### src/rtl/alu_flag_pkg.sv
package alu_flag_pkg;

    localparam int OP_W = 4;

    typedef enum logic [OP_W-1:0] {
        OP_ADD  = 4'd0,
        OP_SUB  = 4'd1,
        OP_AND  = 4'd2,
        OP_OR   = 4'd3,
        OP_XOR  = 4'd4,
        OP_RLC  = 4'd5,
        OP_RRC  = 4'd6,
        OP_SWAP = 4'd7,
        OP_INC  = 4'd8,
        OP_DEC  = 4'd9,
        OP_PASS = 4'd10
    } alu_op_e;

    typedef struct packed {
        logic z;
        logic dc;
        logic c;
    } flag_t;

    localparam flag_t MASK_NONE = 3'b000;
    localparam flag_t MASK_Z    = 3'b100;
    localparam flag_t MASK_C    = 3'b001;
    localparam flag_t MASK_ALL  = 3'b111;

    // Which flags an operation is permitted to change.
    function automatic flag_t mask_for(alu_op_e op);
        case (op)
            OP_ADD, OP_SUB:                 return MASK_ALL;
            OP_AND, OP_OR, OP_XOR:          return MASK_Z;
            OP_INC, OP_DEC:                 return MASK_Z;
            OP_RLC, OP_RRC:                 return MASK_C;
            default:                        return MASK_NONE;
        endcase
    endfunction

    function automatic logic is_arith(alu_op_e op);
        return (op == OP_ADD) || (op == OP_SUB) || (op == OP_INC) || (op == OP_DEC);
    endfunction

endpackage

### src/rtl/alu_adder.sv
module alu_adder #(
    parameter int DATA_W = 8
) (
    input  logic [DATA_W-1:0] a,
    input  logic [DATA_W-1:0] b,
    input  logic              cin,
    output logic [DATA_W-1:0] sum,
    output logic              nib_c,
    output logic              top_c
);
    localparam int LO_W = DATA_W / 2;
    localparam int HI_W = DATA_W - LO_W;

    logic [LO_W:0] lo_sum;
    logic [HI_W:0] hi_sum;

    // Split at the nibble boundary so the half carry is a real adder output.
    always_comb begin
        lo_sum = {1'b0, a[LO_W-1:0]} + {1'b0, b[LO_W-1:0]} + {{LO_W{1'b0}}, cin};
        hi_sum = {1'b0, a[DATA_W-1:LO_W]} + {1'b0, b[DATA_W-1:LO_W]}
               + {{HI_W{1'b0}}, lo_sum[LO_W]};
        sum    = {hi_sum[HI_W-1:0], lo_sum[LO_W-1:0]};
        nib_c  = lo_sum[LO_W];
        top_c  = hi_sum[HI_W];
    end
endmodule

### src/rtl/alu_bitops.sv
module alu_bitops
    import alu_flag_pkg::*;
#(
    parameter int DATA_W = 8
) (
    input  alu_op_e           op,
    input  logic [DATA_W-1:0] a,
    input  logic [DATA_W-1:0] b,
    input  logic              cin,
    output logic [DATA_W-1:0] res,
    output logic              shout
);
    localparam int LO_W = DATA_W / 2;

    always_comb begin
        res   = '0;
        shout = 1'b0;
        case (op)
            OP_AND:  res = a & b;
            OP_OR:   res = a | b;
            OP_XOR:  res = a ^ b;
            OP_RLC: begin
                res   = {a[DATA_W-2:0], cin};
                shout = a[DATA_W-1];
            end
            OP_RRC: begin
                res   = {cin, a[DATA_W-1:1]};
                shout = a[0];
            end
            OP_SWAP: res = {a[LO_W-1:0], a[DATA_W-1:LO_W]};
            OP_PASS: res = a;
            default: res = '0;
        endcase
    end
endmodule

### src/rtl/alu_core.sv
module alu_core
    import alu_flag_pkg::*;
#(
    parameter int DATA_W = 8
) (
    input  logic [OP_W-1:0]   op_code,
    input  logic [DATA_W-1:0] a,
    input  logic [DATA_W-1:0] b,
    input  logic              cin,
    output logic [DATA_W-1:0] res,
    output flag_t             flg,
    output flag_t             msk
);
    alu_op_e           op;
    logic [DATA_W-1:0] add_b;
    logic              add_cin;
    logic [DATA_W-1:0] add_sum;
    logic              add_nib_c;
    logic              add_top_c;
    logic [DATA_W-1:0] bit_res;
    logic              bit_shout;
    logic              arith;
    flag_t             raw;

    assign op    = alu_op_e'(op_code);
    assign arith = is_arith(op);

    // Operand conditioning: subtraction and decrement go through the same adder.
    always_comb begin
        add_b   = b;
        add_cin = 1'b0;
        case (op)
            OP_SUB: begin add_b = ~b;  add_cin = 1'b1; end
            OP_INC: begin add_b = '0;  add_cin = 1'b1; end
            OP_DEC: begin add_b = '1;  add_cin = 1'b0; end
            default: ;
        endcase
    end

    alu_adder #(.DATA_W(DATA_W)) u_add (
        .a     (a),
        .b     (add_b),
        .cin   (add_cin),
        .sum   (add_sum),
        .nib_c (add_nib_c),
        .top_c (add_top_c)
    );

    alu_bitops #(.DATA_W(DATA_W)) u_bit (
        .op    (op),
        .a     (a),
        .b     (b),
        .cin   (cin),
        .res   (bit_res),
        .shout (bit_shout)
    );

    always_comb begin
        res    = arith ? add_sum : bit_res;
        msk    = mask_for(op);
        raw.z  = (res == '0);
        raw.dc = add_nib_c;
        raw.c  = arith ? add_top_c : bit_shout;
        flg    = raw & msk;
    end
endmodule

### src/rtl/alu_flag_unit.sv
module alu_flag_unit
    import alu_flag_pkg::*;
#(
    parameter int DATA_W = 8
) (
    input  logic              clk,
    input  logic              rst,
    input  logic [3:0]        op_code,
    input  logic [DATA_W-1:0] opd_a,
    input  logic [DATA_W-1:0] opd_b,
    input  logic              c_in,
    output logic [DATA_W-1:0] res_q,
    output logic              z_q,
    output logic              dc_q,
    output logic              c_q,
    output logic              upd_z_q,
    output logic              upd_dc_q,
    output logic              upd_c_q
);
    logic [DATA_W-1:0] res_d;
    flag_t             flg_d;
    flag_t             msk_d;
    flag_t             flg_q;
    flag_t             msk_q;

    alu_core #(.DATA_W(DATA_W)) u_core (
        .op_code (op_code),
        .a       (opd_a),
        .b       (opd_b),
        .cin     (c_in),
        .res     (res_d),
        .flg     (flg_d),
        .msk     (msk_d)
    );

    always_ff @(posedge clk) begin
        if (rst) begin
            res_q <= '0;
            flg_q <= MASK_NONE;
            msk_q <= MASK_NONE;
        end else begin
            res_q <= res_d;
            flg_q <= flg_d;
            msk_q <= msk_d;
        end
    end

    assign z_q      = flg_q.z;
    assign dc_q     = flg_q.dc;
    assign c_q      = flg_q.c;
    assign upd_z_q  = msk_q.z;
    assign upd_dc_q = msk_q.dc;
    assign upd_c_q  = msk_q.c;

    // carry after subtraction is the inverted borrow
    a_r2_sub_borrow: assert property (@(posedge clk) disable iff (rst)
        (!$past(rst) && $past(op_code) == OP_SUB)
        |-> (c_q == ($past(opd_a) >= $past(opd_b))));

    // zero flag agrees with the registered result whenever Z is enabled
    a_r3_zero_flag: assert property (@(posedge clk) disable iff (rst)
        upd_z_q |-> (z_q == (res_q == '0)));

    // logic operations touch only Z
    a_r4_logic_mask: assert property (@(posedge clk) disable iff (rst)
        (!$past(rst) && ($past(op_code) == OP_AND || $past(op_code) == OP_OR
                         || $past(op_code) == OP_XOR))
        |-> (upd_z_q && !upd_dc_q && !upd_c_q));

    // rotate left takes the old carry in and the top bit out
    a_r5_rlc_carry: assert property (@(posedge clk) disable iff (rst)
        (!$past(rst) && $past(op_code) == OP_RLC)
        |-> (c_q == $past(opd_a[DATA_W-1]) && res_q[0] == $past(c_in)));

    // a flag outside the mask is never asserted
    a_r8_masked_zero: assert property (@(posedge clk) disable iff (rst)
        ((z_q && !upd_z_q) || (dc_q && !upd_dc_q) || (c_q && !upd_c_q)) == 1'b0);

    // reset clears every output register on the next edge
    a_r9_reset_clear: assert property (@(posedge clk)
        rst |=> (res_q == '0 && !upd_z_q && !upd_dc_q && !upd_c_q && !z_q && !dc_q && !c_q));
endmodule

### config.mk
export PLATFORM = sky130hd
export DESIGN_NAME = alu_flag_unit
export DESIGN_NICKNAME = d
export VERILOG_FILES = /design/src/rtl/alu_flag_pkg.sv /design/src/rtl/alu_adder.sv /design/src/rtl/alu_bitops.sv /design/src/rtl/alu_core.sv /design/src/rtl/alu_flag_unit.sv
export SDC_FILE = /design/constraint.sdc
export NUM_CORES = 1
export LEC_CHECK = 0
export CORE_AREA = 2 2 64 66
export CTS_CLUSTER_SIZE = 25
export DETAILED_ROUTE_END_ITERATION = 8
export DIE_AREA = 0 0 66 68
export MAX_ROUTING_LAYER = met4
export PLACE_DENSITY = 0.72
export SLEW_MARGIN = 20
export SYNTH_ARGS = -nofsm -noshare
export SYNTH_HDL_FRONTEND = slang
export SYNTH_SLANG_ARGS = --single-unit
### constraint.sdc
create_clock -name clk -period 4 [get_ports clk]
set_input_delay 0.6 -clock clk [delete_from_list [all_inputs] [get_ports clk]]
set_output_delay 0.6 -clock clk [all_outputs]
set_load 0.1 [all_outputs]
==> Yosys cells after proc, flatten, opt, wreduce, memory -nomap -nowiden <==
Memories as Yosys holds them, arrays and structs flattened.
Cells that the tools add are included.
{ "op_classes": {"n_mux": 6, "eq_ne": 10, "n_addsub": 4, "n_reduce_logical": 6, "n_bitwise": 5} }
{ "op_table": {"columns": ["op", "count"], "rows": [
  ["one-hot mux 8 bit (7 select lines)", 1],
  ["one-hot mux 8 bit (3 select lines)", 1],
  ["== test 4 x 3 -> 1 bit, second input constant", 4],
  ["== test 4 bit, second input constant", 3],
  ["adder 4 x 4 -> 5 bit", 2],
  ["adder 5 x 1 -> 5 bit", 2],
  ["bitwise AND 8 bit", 1],
  ["== test 4 x 2 -> 1 bit, second input constant", 2],
  ["zero test 8 bit", 1],
  ["2-to-1 mux 8 bit", 1],
  ["NOT 8 bit", 1],
  ["bitwise OR 8 bit", 1],
  ["XOR 8 bit", 1],
  ["== test 4 x 1 -> 1 bit, second input constant", 1],
  ["zero test 4 bit", 1],
  ["bitwise AND 3 bit", 1],
  ["logical OR 1 bit", 3],
  ["2-to-1 mux 1 bit", 2],
  ["one-hot mux 1 bit (2 select lines)", 1],
  ["OR reduction 2 bit", 1]
]} }
{ "word_totals": {"romBits": 48, "ff_bits": 14, "input_bits": 23, "out_inout_bits": 14, "mem_count": 1} }
{ "memory_table": {"columns": ["memory", "depth", "width", "read_ports", "rd_ports_with_merged_regs", "write_ports", "line", "text"], "rows": [
  ["(no name shown)", 16, 3, 1, 0, 0, "alu_flag_pkg.sv:32", "case (op)"]
]} }

==> Longest topological paths before layout <==
{ "logic_depth": {"word_depth": 8, "depth_mapped": 19} }

==> Modules after synthesis <==
From an unflattened synthesis, not the netlist that was laid out.
{ "unflattened": {"hier_cells": 245, "area_unflattened_um2": 2159.6} }
{ "by_module_without_submodules": {"columns": ["module", "area_each_um2", "cells_each", "n_inst", "seq_area_each_um2"], "rows": [
  ["alu_bitops", 972.2, 122, 1, 0.0],
  ["alu_core", 490.5, 61, 1, 0.0],
  ["alu_flag_unit", 407.9, 29, 1, 280.3],
  ["alu_adder", 289.0, 33, 1, 0.0]
]} }

==> Least setup slack after synthesis <==
Ideal clock, no wire load.
{ "synth_path": {"path_kind": "input port to flip-flop", "start": "input op_code[1]", "end": "register flg_q, in the netlist z_q", "arrival_ps": 4052, "setup_ps": 61, "path_stages": 18, "path_slack_ps": -113, "n_path_buf": 2, "path_cell_list": "inv_1 -> ha_1 -> clkbuf_1 -> nor2b_1 -> clkbuf_1 -> o22ai_1 -> fa_1 -> fa_1 -> inv_1 -> a21o_1 -> a21oi_1 -> fa_1 -> inv_2 -> fa_1 -> nand2_1 -> o21ai_0 -> nor3b_1 -> and4_1"} }
{ "synth_between": {"elab_chain_cells": 8, "word_cells_on_any_way": 26} }
{ "synth_rtl": {"columns": ["element", "line", "text"], "rows": [
  ["start: declaration", "alu_flag_unit.sv:8", "input logic [3:0] op_code,"],
  ["== test 4 bit or == test 4 x 1 -> 1 bit (tied branches)", "alu_flag_pkg.sv:42, alu_core.sv:32", null],
  ["one-hot mux 8 bit (3 select lines) or OR reduction 2 bit (tied branches)", null, null],
  ["adder 4 x 4 -> 5 bit or 2-to-1 mux 1 bit (tied branches)", "alu_adder.sv:19, alu_core.sv:32", null],
  ["adder 5 x 1 -> 5 bit", "alu_adder.sv:19", "lo_sum = {1'b0, a[LO_W-1:0]} + {1'b0, b[LO_W-1:0]} + {{LO_W{1'b0}}, cin};"],
  ["adder 5 x 1 -> 5 bit", "alu_adder.sv:21", "+ {{HI_W{1'b0}}, lo_sum[LO_W]};"],
  ["2-to-1 mux 8 bit", "alu_core.sv:59", "res = arith ? add_sum : bit_res;"],
  ["zero test 8 bit", "alu_core.sv:61", "raw.z = (res == '0);"],
  ["bitwise AND 3 bit *", "alu_core.sv:64", "flg = raw & msk;"],
  ["end signal: assignment", "alu_flag_unit.sv:43", "flg_q <= flg_d;"],
  ["end: declaration", "alu_flag_unit.sv:23", "flag_t flg_q;"]
]} }
Every way passes the cells marked *; elsewhere a longest branch is shown, timed or not.
A chain may end at the register's enable or synchronous reset.

==> Worst setup path after layout <==
{ "layout_path": {"start": "input op_code[3]", "end": "register flg_q, in the netlist z_q"} }
The elaborated chain is that of the path after synthesis.

==> reports/results.ini <==
[sta]
maxSlewViolCount = 0
min_period_ps = 3800
hold_viol_final = 0
fmax_mhz = 263
slew_headroom_pct = 35.8
rsz0062_at_grt = false
tightest_slew_ps = 961
min_period_over_period_pct = 95.1
setup_viol = 0

[detailed_routing]
drc = 0
ant_nets = 0
via_per_inst = 5.75
wirelength_um = 5000
drt_pass1_iterations = 5
num_vias = 1816
drt_iter0_markers = 93
wire_per_inst_um = 15.8

[yosys]
synthTopCellsByArea = ha_1, dfxtp_1, a21oi_1, a22oi_1, fa_1
syn_area_per_cell_sq_um = 7.99
synth_area_sq_um = 1710
synth_ff_type = dfxtp_1
synth_seq_cells = 14
synth_async_sr_flop_share_pct = 0
ys_top_cells_by_count = ha_1, inv_1, a21oi_1
ys_seq_area_share_pct = 16.4
synth.most_common_cell = ha_1
ys_warn_count = 0
syn-num-nets = 267
synth_cell_types = 45
synthCells = 214
synth_top_area_share_pct = 19.0
yosys.area.top_type = ha_1
synth-edff-count = 0

[floorplan]
die_area_sq_um = 4490
fp.dieW_um = 66
io_pins = 37
row_count = 23
start_util_pct = 44.4
die_y_um = 68
coreArea_sq_um = 3860

[flow_run]
drv_cap = 0

[place]
portBuffers = 36
placed_area_sq_um = 2260
dp_hpwl_um = 3870
gp_congestion = 0.923

[global_routing]
grt_pass1_vias = 1642
grt_pass1_wl_um = 7960
grt_max_degree = 21
overflow = 0
track_usage_pct = 24.3
antenna_found_initial = 0

[cts]
numCtsBuffers = 3
cts_hold_buf = 0
clk_pin_slew_ps = 50
cts_tree = done
clk_path_buf_depth = 2
cts.sinks = 14
h-tree-depth = 1
root_buffer = clkbuf_8

[critical_path]
worstPathArrival_ps = 3990
endpoint_kind = flip-flop
path_class = input pin to flip-flop
start_kind = input pin
crit_slowest_cell = clkdlybuf4s50_1
crit_top_cell = fa_2
crit_required_ps = 4190
crit_fanout = 4
cp_slowest_stage_delay_ps = 460
critical_path.cell_chain = clkdlybuf4s50_1, and2_4, nor2b_1, a21oi_1, o22ai_2, fa_2, fa_2, inv_1, a21o_1, a21oi_2, fa_2, inv_2, fa_1, nand2_1, o21ai_1, nor3b_1, and4_1

[power]
power_uw = 588
power.leakage_uw = 0.00102
pwr_density_cell_nw_per_um2 = 251
worst_ir_drop_vdd_v = 0.0000744

[final_layout]
num_antenna_cells = 0
fin_nets = 320
design_area_sq_um = 2340
nFillCells = 373
final_layout_size_suffix_gt1_share_pct = 17.3
syn_to_final_growth_pct = 37.1

[run_status]
status = finished, final reports clean

[hold_path]
hold_path.class = input pin to flip-flop

layout by cell type, fill, tap and decap left out, types with 4 or more instances in the layout:
cell type and instances:
inv_2 4, clkdlybuf4s50_1 34, nand3_1 5, nor2b_1 10, buf_4 26, a21oi_1 17, o22ai_1 4, nor2_1 8
o21ai_0 8, ha_1 24, a22oi_1 12, inv_1 20, clkbuf_8 4, o22a_1 7, dfxtp_1 14, a21o_1 4
nand2_1 11, nand2b_1 4
flip-flops by register name (all words and copies together), names as in the netlist:
| name | count |
|---|---|
| upd_dc_q | 1 |
| upd_c_q | 1 |
| z_q | 1 |
| dc_q | 1 |
| res_q | 8 |
| upd_z_q | 1 |
| c_q | 1 |
worst max-delay path, delay by kind of cell:
| family | cells | cell delay, ps |
|---|---|---|
| adders and majority gates | 4 | 1560 |
| AOI/OAI and AO/OA | 5 | 510 |
| and+or+nand+nor | 5 | 730 |
| buffers and inverters | 3 | 590 |
path summary, 6_finish.rpt:
path                        from  depth (start not counted)                   to
worst max-delay path  op_code[3]                         17       z_q$_SDFF_PP0_
worst min-delay path  op_code[1]                          3  upd_dc_q$_SDFF_PP0_
layout make-up:
| cell class | instances | area [sq um] | share of cell area [%] |
|---|---|---|---|
| multi-input cells | 162 | 1300 | 55.6 |
| well taps | 50 | 62.6 | 2.67 |
| repair buffers | 62 | 553 | 23.6 |
| flip-flops and latches | 14 | 280 | 12.0 |
| inverters | 24 | 90.1 | 3.84 |
| clock buffers | 4 | 55.1 | 2.35 |
power breakdown:
part / switching (uW) / internal [uW] / leakage [uW]
Clock: 44.5 / 86.9 / 0.0000288
Combinational: 183 / 123 / 0.000873
Sequential: 1.74 / 148 / 0.000114
Total: 229 / 358 / 0.00102
cell families (layout without fill, tap and decap cells):
family	after synthesis	in the layout	share of synthesized area, %
xor gates and xnor gates	4	4	2.05
and+or+nand+nor	48	48	15.1
DFF	14	14	16.4
adders and majority gates	30	30	23.7
buffers and inverters	38	90	8.85
AOI/OAI and AO/OA	77	77	32.1
muxes	3	3	1.76
per-stage QoR:
stage	setup TNS [ps]	std cells	hold WS, ps	setup WS [ps]	util [%]
floorplan	0	214	668	35.8	-
global placement	-668	311	1310	-290	58.7
detailed placement	-1140	311	1330	-413	58.7
CTS	0	316	836	148	60.7
global route	0	316	869	2.39	60.8
finish	0	316	834	198	60.8
routing by layer:
layer	global-route usage, %	vias to the layer above	share of wire, %
met1	29.6	831	42
li1	-	882	-
met3	2.47	16	7.8
met5	-	-	0
met2	40.8	87	47
met4	11.2	0	2.9
what timing repair did:
action                                  4_1_cts  5_1_grt
setup buffers                                 1        0
endpoints found under the setup margin        2        1
pin swaps                                     8        4
resized for setup                            10        1
gates cloned                                  0        0
No activity file was read; power rests on OpenSTA's default activity.
